$ cat src/rtl/lsync_prbs_pkg.sv
// Package: shared types for the line-synchronized pseudo-random generator.
// Assumes nothing beyond IEEE 1800-2017 enum support.
package lsync_prbs_pkg;

    // Control states: waiting for enables, armed for sync edge, streaming.
    typedef enum logic [1:0] {
        ST_IDLE  = 2'd0,
        ST_ARMED = 2'd1,
        ST_RUN   = 2'd2
    } prbs_state_e;

    // Default feedback mask: taps for x^14 + x^13 + x^11 + x^9 + 1.
    localparam logic [13:0] DEF_TAP_MASK = 14'h3500;

endpackage

$ cat src/rtl/lsync_edge_det.sv
// Rising-edge detector for the line-sync input.
// Assumes lsync is already synchronous to clk. The history bit resets
// high, so a line that is high out of reset is not taken as an edge.
module lsync_edge_det (
    input  logic clk,
    input  logic rst_n,
    input  logic lsync_i,
    output logic rise_o
);

    logic prev_q;

    // Keep last sampled sync level, updated every cycle.
    always_ff @(posedge clk) begin
        if (!rst_n) prev_q <= 1'b1;
        else        prev_q <= lsync_i;
    end

    // Edge is a high sample following a low one.
    assign rise_o = lsync_i & ~prev_q;

endmodule

$ cat src/rtl/prbs_ctrl.sv
// Control sequencer: idle -> armed (seed load) -> run (step per cycle).
// Assumes en_i is the AND of both enables and rise_i is a sync edge.
module prbs_ctrl
    import lsync_prbs_pkg::*;
(
    input  logic clk,
    input  logic rst_n,
    input  logic en_i,
    input  logic rise_i,
    output logic load_o,
    output logic step_o,
    output logic run_o
);

    prbs_state_e state_q;
    prbs_state_e state_d;

    // Next-state selection from enables and sync edge.
    always_comb begin
        state_d = state_q;
        case (state_q)
            ST_IDLE:  if (en_i) state_d = ST_ARMED;
            ST_ARMED: begin
                if (!en_i)       state_d = ST_IDLE;
                else if (rise_i) state_d = ST_RUN;
            end
            ST_RUN:   if (!en_i) state_d = ST_IDLE;
            default:  state_d = ST_IDLE;
        endcase
    end

    // State register.
    always_ff @(posedge clk) begin
        if (!rst_n) state_q <= ST_IDLE;
        else        state_q <= state_d;
    end

    assign load_o = (state_q == ST_IDLE) && en_i;
    assign step_o = (state_q == ST_RUN) && en_i;
    assign run_o  = (state_q == ST_RUN);

endmodule

$ cat src/rtl/prbs_lfsr.sv
// Fibonacci shift register with a parameter feedback mask.
// Loads a seed (zero replaced by 1) or shifts left one step, feedback
// entering at bit 0. Assumes load_i and step_i are never both high.
module prbs_lfsr #(
    parameter int               W    = 14,
    parameter logic [W-1:0]     MASK = 14'h3500
) (
    input  logic         clk,
    input  logic         rst_n,
    input  logic         load_i,
    input  logic         step_i,
    input  logic [W-1:0] seed_i,
    output logic [W-1:0] state_o
);

    logic [W-1:0] state_q;
    logic [W-1:0] seed_fix;
    logic         fb;

    // Substitute a non-zero start so the register cannot lock up.
    assign seed_fix = (seed_i == '0) ? W'(1) : seed_i;
    // Parity of tapped bits forms the new low bit.
    assign fb = ^(state_q & MASK);

    // Load seed, or advance one step.
    always_ff @(posedge clk) begin
        if (!rst_n)      state_q <= W'(1);
        else if (load_i) state_q <= seed_fix;
        else if (step_i) state_q <= {state_q[W-2:0], fb};
    end

    assign state_o = state_q;

endmodule

$ cat src/rtl/lsync_prbs_gen.sv
// Top: line-synchronized pseudo-random pixel generator.
// Arms on both enables, starts on the next line-sync rising edge, then
// outputs one word per clock with the state placed in the upper bits.
// Assumes all inputs are synchronous to clk.
module lsync_prbs_gen #(
    parameter int                   STATE_W  = 14,
    parameter int                   OUT_W    = 16,
    parameter logic [STATE_W-1:0]   TAP_MASK = lsync_prbs_pkg::DEF_TAP_MASK
) (
    input  logic               clk,
    input  logic               rst_n,
    input  logic               lsync,
    input  logic               test_mode,
    input  logic               prnd_en,
    input  logic [STATE_W-1:0] seed,
    output logic [OUT_W-1:0]   pix_data,
    output logic               pix_valid
);

    localparam int PAD_W = OUT_W - STATE_W;

    logic               en;
    logic               rise;
    logic               load;
    logic               step;
    logic               run;
    logic [STATE_W-1:0] lfsr_q;

    // Both enables must be set for any activity.
    assign en = test_mode & prnd_en;

    lsync_edge_det u_edge (
        .clk     (clk),
        .rst_n   (rst_n),
        .lsync_i (lsync),
        .rise_o  (rise)
    );

    prbs_ctrl u_ctrl (
        .clk    (clk),
        .rst_n  (rst_n),
        .en_i   (en),
        .rise_i (rise),
        .load_o (load),
        .step_o (step),
        .run_o  (run)
    );

    prbs_lfsr #(
        .W    (STATE_W),
        .MASK (TAP_MASK)
    ) u_lfsr (
        .clk     (clk),
        .rst_n   (rst_n),
        .load_i  (load),
        .step_i  (step),
        .seed_i  (seed),
        .state_o (lfsr_q)
    );

    // Word formatting: state in the top bits, zero pad below, zero when idle.
    generate
        if (PAD_W > 0) begin : g_pad
            assign pix_data = run ? {lfsr_q, {PAD_W{1'b0}}} : '0;
        end else begin : g_trunc
            assign pix_data = run ? lfsr_q[STATE_W-1 -: OUT_W] : '0;
        end
    endgenerate

    assign pix_valid = run;

endmodule

$ cat config.mk
export PLATFORM = sky130hd
export DESIGN_NAME = lsync_prbs_gen
export DESIGN_NICKNAME = d
export VERILOG_FILES = /design/src/rtl/lsync_prbs_pkg.sv /design/src/rtl/lsync_edge_det.sv /design/src/rtl/prbs_ctrl.sv /design/src/rtl/prbs_lfsr.sv /design/src/rtl/lsync_prbs_gen.sv
export SDC_FILE = /design/constraint.sdc
export NUM_CORES = 1
export LEC_CHECK = 0
export BUFFER_PORTS_ARGS = -buffer_cell sky130_fd_sc_hd__buf_2
export CORE_MARGIN = 1.5
export CORE_UTILIZATION = 35
export CTS_BUF_LIST = sky130_fd_sc_hd__clkbuf_16
export DETAILED_ROUTE_END_ITERATION = 7
export GPL_TIMING_DRIVEN = 0
export PLACE_DENSITY_LB_ADDON = 0.15
export SLEW_MARGIN = 20
export SYNTH_ARGS = -nofsm -noshare
export SYNTH_HDL_FRONTEND = slang
export SYNTH_SLANG_ARGS = --single-unit
$ cat constraint.sdc
create_clock -name clk -period 1.55 [get_ports clk]
set_clock_uncertainty 0.05 [all_clocks]
set_input_delay 0.2325 -clock clk [delete_from_list [all_inputs] [get_ports clk]]
set_output_delay 0.2325 -clock clk [all_outputs]
set_load 0.05 [all_outputs]
==> flow_metrics.tcl <==
set metrics [dict create \
    critical_path.reg2reg.startpoint "u_ctrl.state_q[1]" \
    num_vias 931 \
    setup.reg_to_reg.worst_slack_ns 0.20 \
    synth.avg_cell_area_um2 7.81 \
    utilization_pct 55.6 \
    finalCriticalPeriod_ns 1.55 \
    detail_route.vias_per_cell 5.06 \
    first_global_vias 917 \
    outcome "finished, violations left" \
    critical_path_required_ns 1.27 \
    worst_setup_hold_path_clk_slew_ns 0.05 \
    cts_made_buffers 3 \
    timing.hold.ws_ns 0.140 \
    synth_top_cells_by_area "sky130_fd_sc_hd__dfxtp_1 (38%), sky130_fd_sc_hd__nor3_1 (13%), sky130_fd_sc_hd__and2_1 (9.8%), sky130_fd_sc_hd__nor2_1 (6.7%), sky130_fd_sc_hd__o21ai_0 (5.6%)" \
    r2r_cells 5 \
    floorplan.core_area_mm2 0.00243 \
    grt_util_all_layers_pct 18.5 \
    seqCellArea_um2 343 \
    synth_most_common_cell "sky130_fd_sc_hd__nor3_1" \
    ys_async_sr_fraction_pct 0 \
    grt_first_pass_wirelength_um 3850 \
    hold_buffers 0 \
    die_area_mm2 0.00286 \
    dominant_synthesized_flop_cell "sky130_fd_sc_hd__dfxtp_1" \
    most_numerous_cell_types_in_the_synthesized_netlist "sky130_fd_sc_hd__nor3_1 (23), sky130_fd_sc_hd__dfxtp_1 (17), sky130_fd_sc_hd__nor2_1 (16)" \
    grt_max_degree 11 \
    cts-htree-levels 1 \
    classification_of_the_worst_setup_path "reg -> out" \
    path_max_fanout 8 \
    min_path_type "in -> reg" \
    setup.worst_path.end "pix_data[8]" \
    startpoint_type_of_the_worst_setup_path "flip-flop" \
    power.static_leakage_nw 0.588 \
    ys_seq_area_share_pct 38.2 \
    num_antenna_cells 0 \
    postRouteAntennaNets 0 \
    top_cell_type_by_total_area_after_synthesis "sky130_fd_sc_hd__dfxtp_1" \
    io_pins 36 \
    gp_routability_congestion 0.816 \
    critPathLaunch "u_ctrl.state_q[1]" \
    cts-root-to-sink-buffers 2 \
    pwr_density_cell_mw_per_mm2 830 \
    final_critical_path_setup_slack_ns -0.000543 \
    post_synth_instance_area_um2 891 \
    dp_hpwl_um 1760 \
    grt_overflow 0 \
    yosysWarnings 0 \
    drt_pre_antenna_iters 4 \
    final_hold_viol_count 0 \
    worst-endpoint-arrival_ns 1.27 \
    drc_errors 0 \
    synth_enable_flop_cells 0 \
    drt_wl_total_um 2360 \
    fp.dieH_um 53.5 \
    std_cell_rows 18 \
    drt_iter0_markers 21 \
    failing_checks "negative setup slack" \
    setup_viol_count_final 1 \
    grt_setup_unrepaired "true" \
    grt_antenna_before_repair 0 \
    fp.dieW_um 53.5 \
    clock_sinks 17 \
    clk-insertion-delay-late_ns 0.24 \
    multi_input_area_um2 526 \
    final_min_period_over_clock_period_pct 100 \
    gate_count_post_synth 114 \
    layout-area-overhead-vs-synth_pct 51.8 \
    timing.rr.end "u_lfsr.state_o[4]" \
    fillCellCount 236 \
    tritoncts_clock_tree "done" \
    setup_total_negative_slack_ns -0.000543 \
    post_synthesis_register_bit_count 17 \
    fmax_mhz 645 \
    synthDominantCellAreaShare_pct 38.2 \
    endpoint_kind "output port" \
    fin_max_slew_vios 0 \
    clockRootBuffer "sky130_fd_sc_hd__clkbuf_16" \
    yosys.cell_types.count 27 \
    timing.max_cap.violations 0 \
    drive_above_1_share_pct 39.6 \
    layout.nets 174 \
    vdd_drop_max_uv 503 \
    detail_route.wl_per_cell_um 12.8 \
    floorplan.initialDensity_pct 36.6 \
    portBuffers 33 \
]
[layout make-up]
type                            count  area share [%]
Tap cell                           30            2.78
Clock buffer                        3            5.55
Multi-Input combinational cell     89            38.9
Sequential cell                    17            25.3
Buffer                              8            3.79
Clock inverter                      1           0.370
Timing Repair Buffer               36            23.3
[metal layers]
metal	vias up	wire, µm	track usage, %	part of all wire, %
li1	476	-	-	-
met1	423	1090	22.9	46
met2	28	1090	31.3	46
met3	4	149	3.39	6.3
met4	0	25	6.84	1.1
met5	-	0	0	0
[metrics by stage]
stage | total power [mW] | cell area [µm²] | std cells | setup slack, ns
after floorplan | 0.570 | 905 | 115 | -0.0160
after global placement | 0.620 | 1110 | 178 | -0.0635
after detailed placement | 0.621 | 1110 | 178 | -0.0644
after CTS | 1.14 | 1360 | 185 | -0.0698
after global routing | 1.17 | 1350 | 184 | -0.0734
final | 1.12 | 1350 | 184 | -0.000543
[cell usage in the layout (no fill, tap or decap), types with 3 or more instances in the layout]
cell                        synthesis  layout
sky130_fd_sc_hd__nor3_1            23      23
sky130_fd_sc_hd__buf_2              2      19
sky130_fd_sc_hd__nor2_1            16      16
sky130_fd_sc_hd__dfxtp_1           17      15
sky130_fd_sc_hd__and2_4             0      11
sky130_fd_sc_hd__buf_8              0      11
sky130_fd_sc_hd__o21ai_0           10      10
sky130_fd_sc_hd__buf_4              3       8
sky130_fd_sc_hd__buf_6              1       3
sky130_fd_sc_hd__and2_1            14       3
sky130_fd_sc_hd__nand2_1            3       3
sky130_fd_sc_hd__nor4_1             3       3
sky130_fd_sc_hd__clkbuf_16          0       3
[sequential cells by signal (all words and copies together) (netlist names)]
| signal | count |
|---|---|
| u_lfsr.state_o | 14 |
| u_ctrl.state_q | 2 |
| u_edge.prev_q | 1 |
[repair_timing]
action / 4_1_cts / 5_1_grt
setup endpoints to repair: 15 / 17
buffers inserted: 2 / 0
cloned: 1 / 0
resized for setup: 54 / 1
pin swaps: 3 / 0
[worst min path at each step]
stage | from | endpoint | slack [ns] | cells past startpoint
floorplan | rst_n | u_edge.prev_q | 0.26 | 1
global placement | lsync | u_edge.prev_q | 0.39 | 2
detailed placement | lsync | u_edge.prev_q | 0.39 | 2
CTS | lsync | u_edge.prev_q | 0.14 | 2
global route | lsync | u_edge.prev_q | 0.15 | 2
finish | lsync | u_edge.prev_q | 0.14 | 2
[power breakdown]
part / switching (mW) / total (mW) / internal [mW]
registers: 0.0211 / 0.485 / 0.464
logic: 0.0706 / 0.129 / 0.0586
clock network: 0.164 / 0.509 / 0.345
total: 0.256 / 1.12 / 0.867
[worst max-delay path, stage by stage, from the launching register on]
cell,delay (ns)
sky130_fd_sc_hd__dfxtp_2,0.32
sky130_fd_sc_hd__nor2b_4,0.26
sky130_fd_sc_hd__buf_6,0.16
sky130_fd_sc_hd__and2_4,0.14
sky130_fd_sc_hd__buf_8,0.14
[cell families after synthesis]
kind of cell / count (synthesis) / synth area share [%]
AO/OA/AOI/OAI: 15 / 10.5
XOR/XNOR: 3 / 2.95
buffers and inverters: 9 / 6.32
flip-flops: 17 / 38.2
multiplexers: 1 / 1.12
other: 1 / 0.421
AND/OR/NAND/NOR: 68 / 40.4
Power figures use the tool's default switching activity.
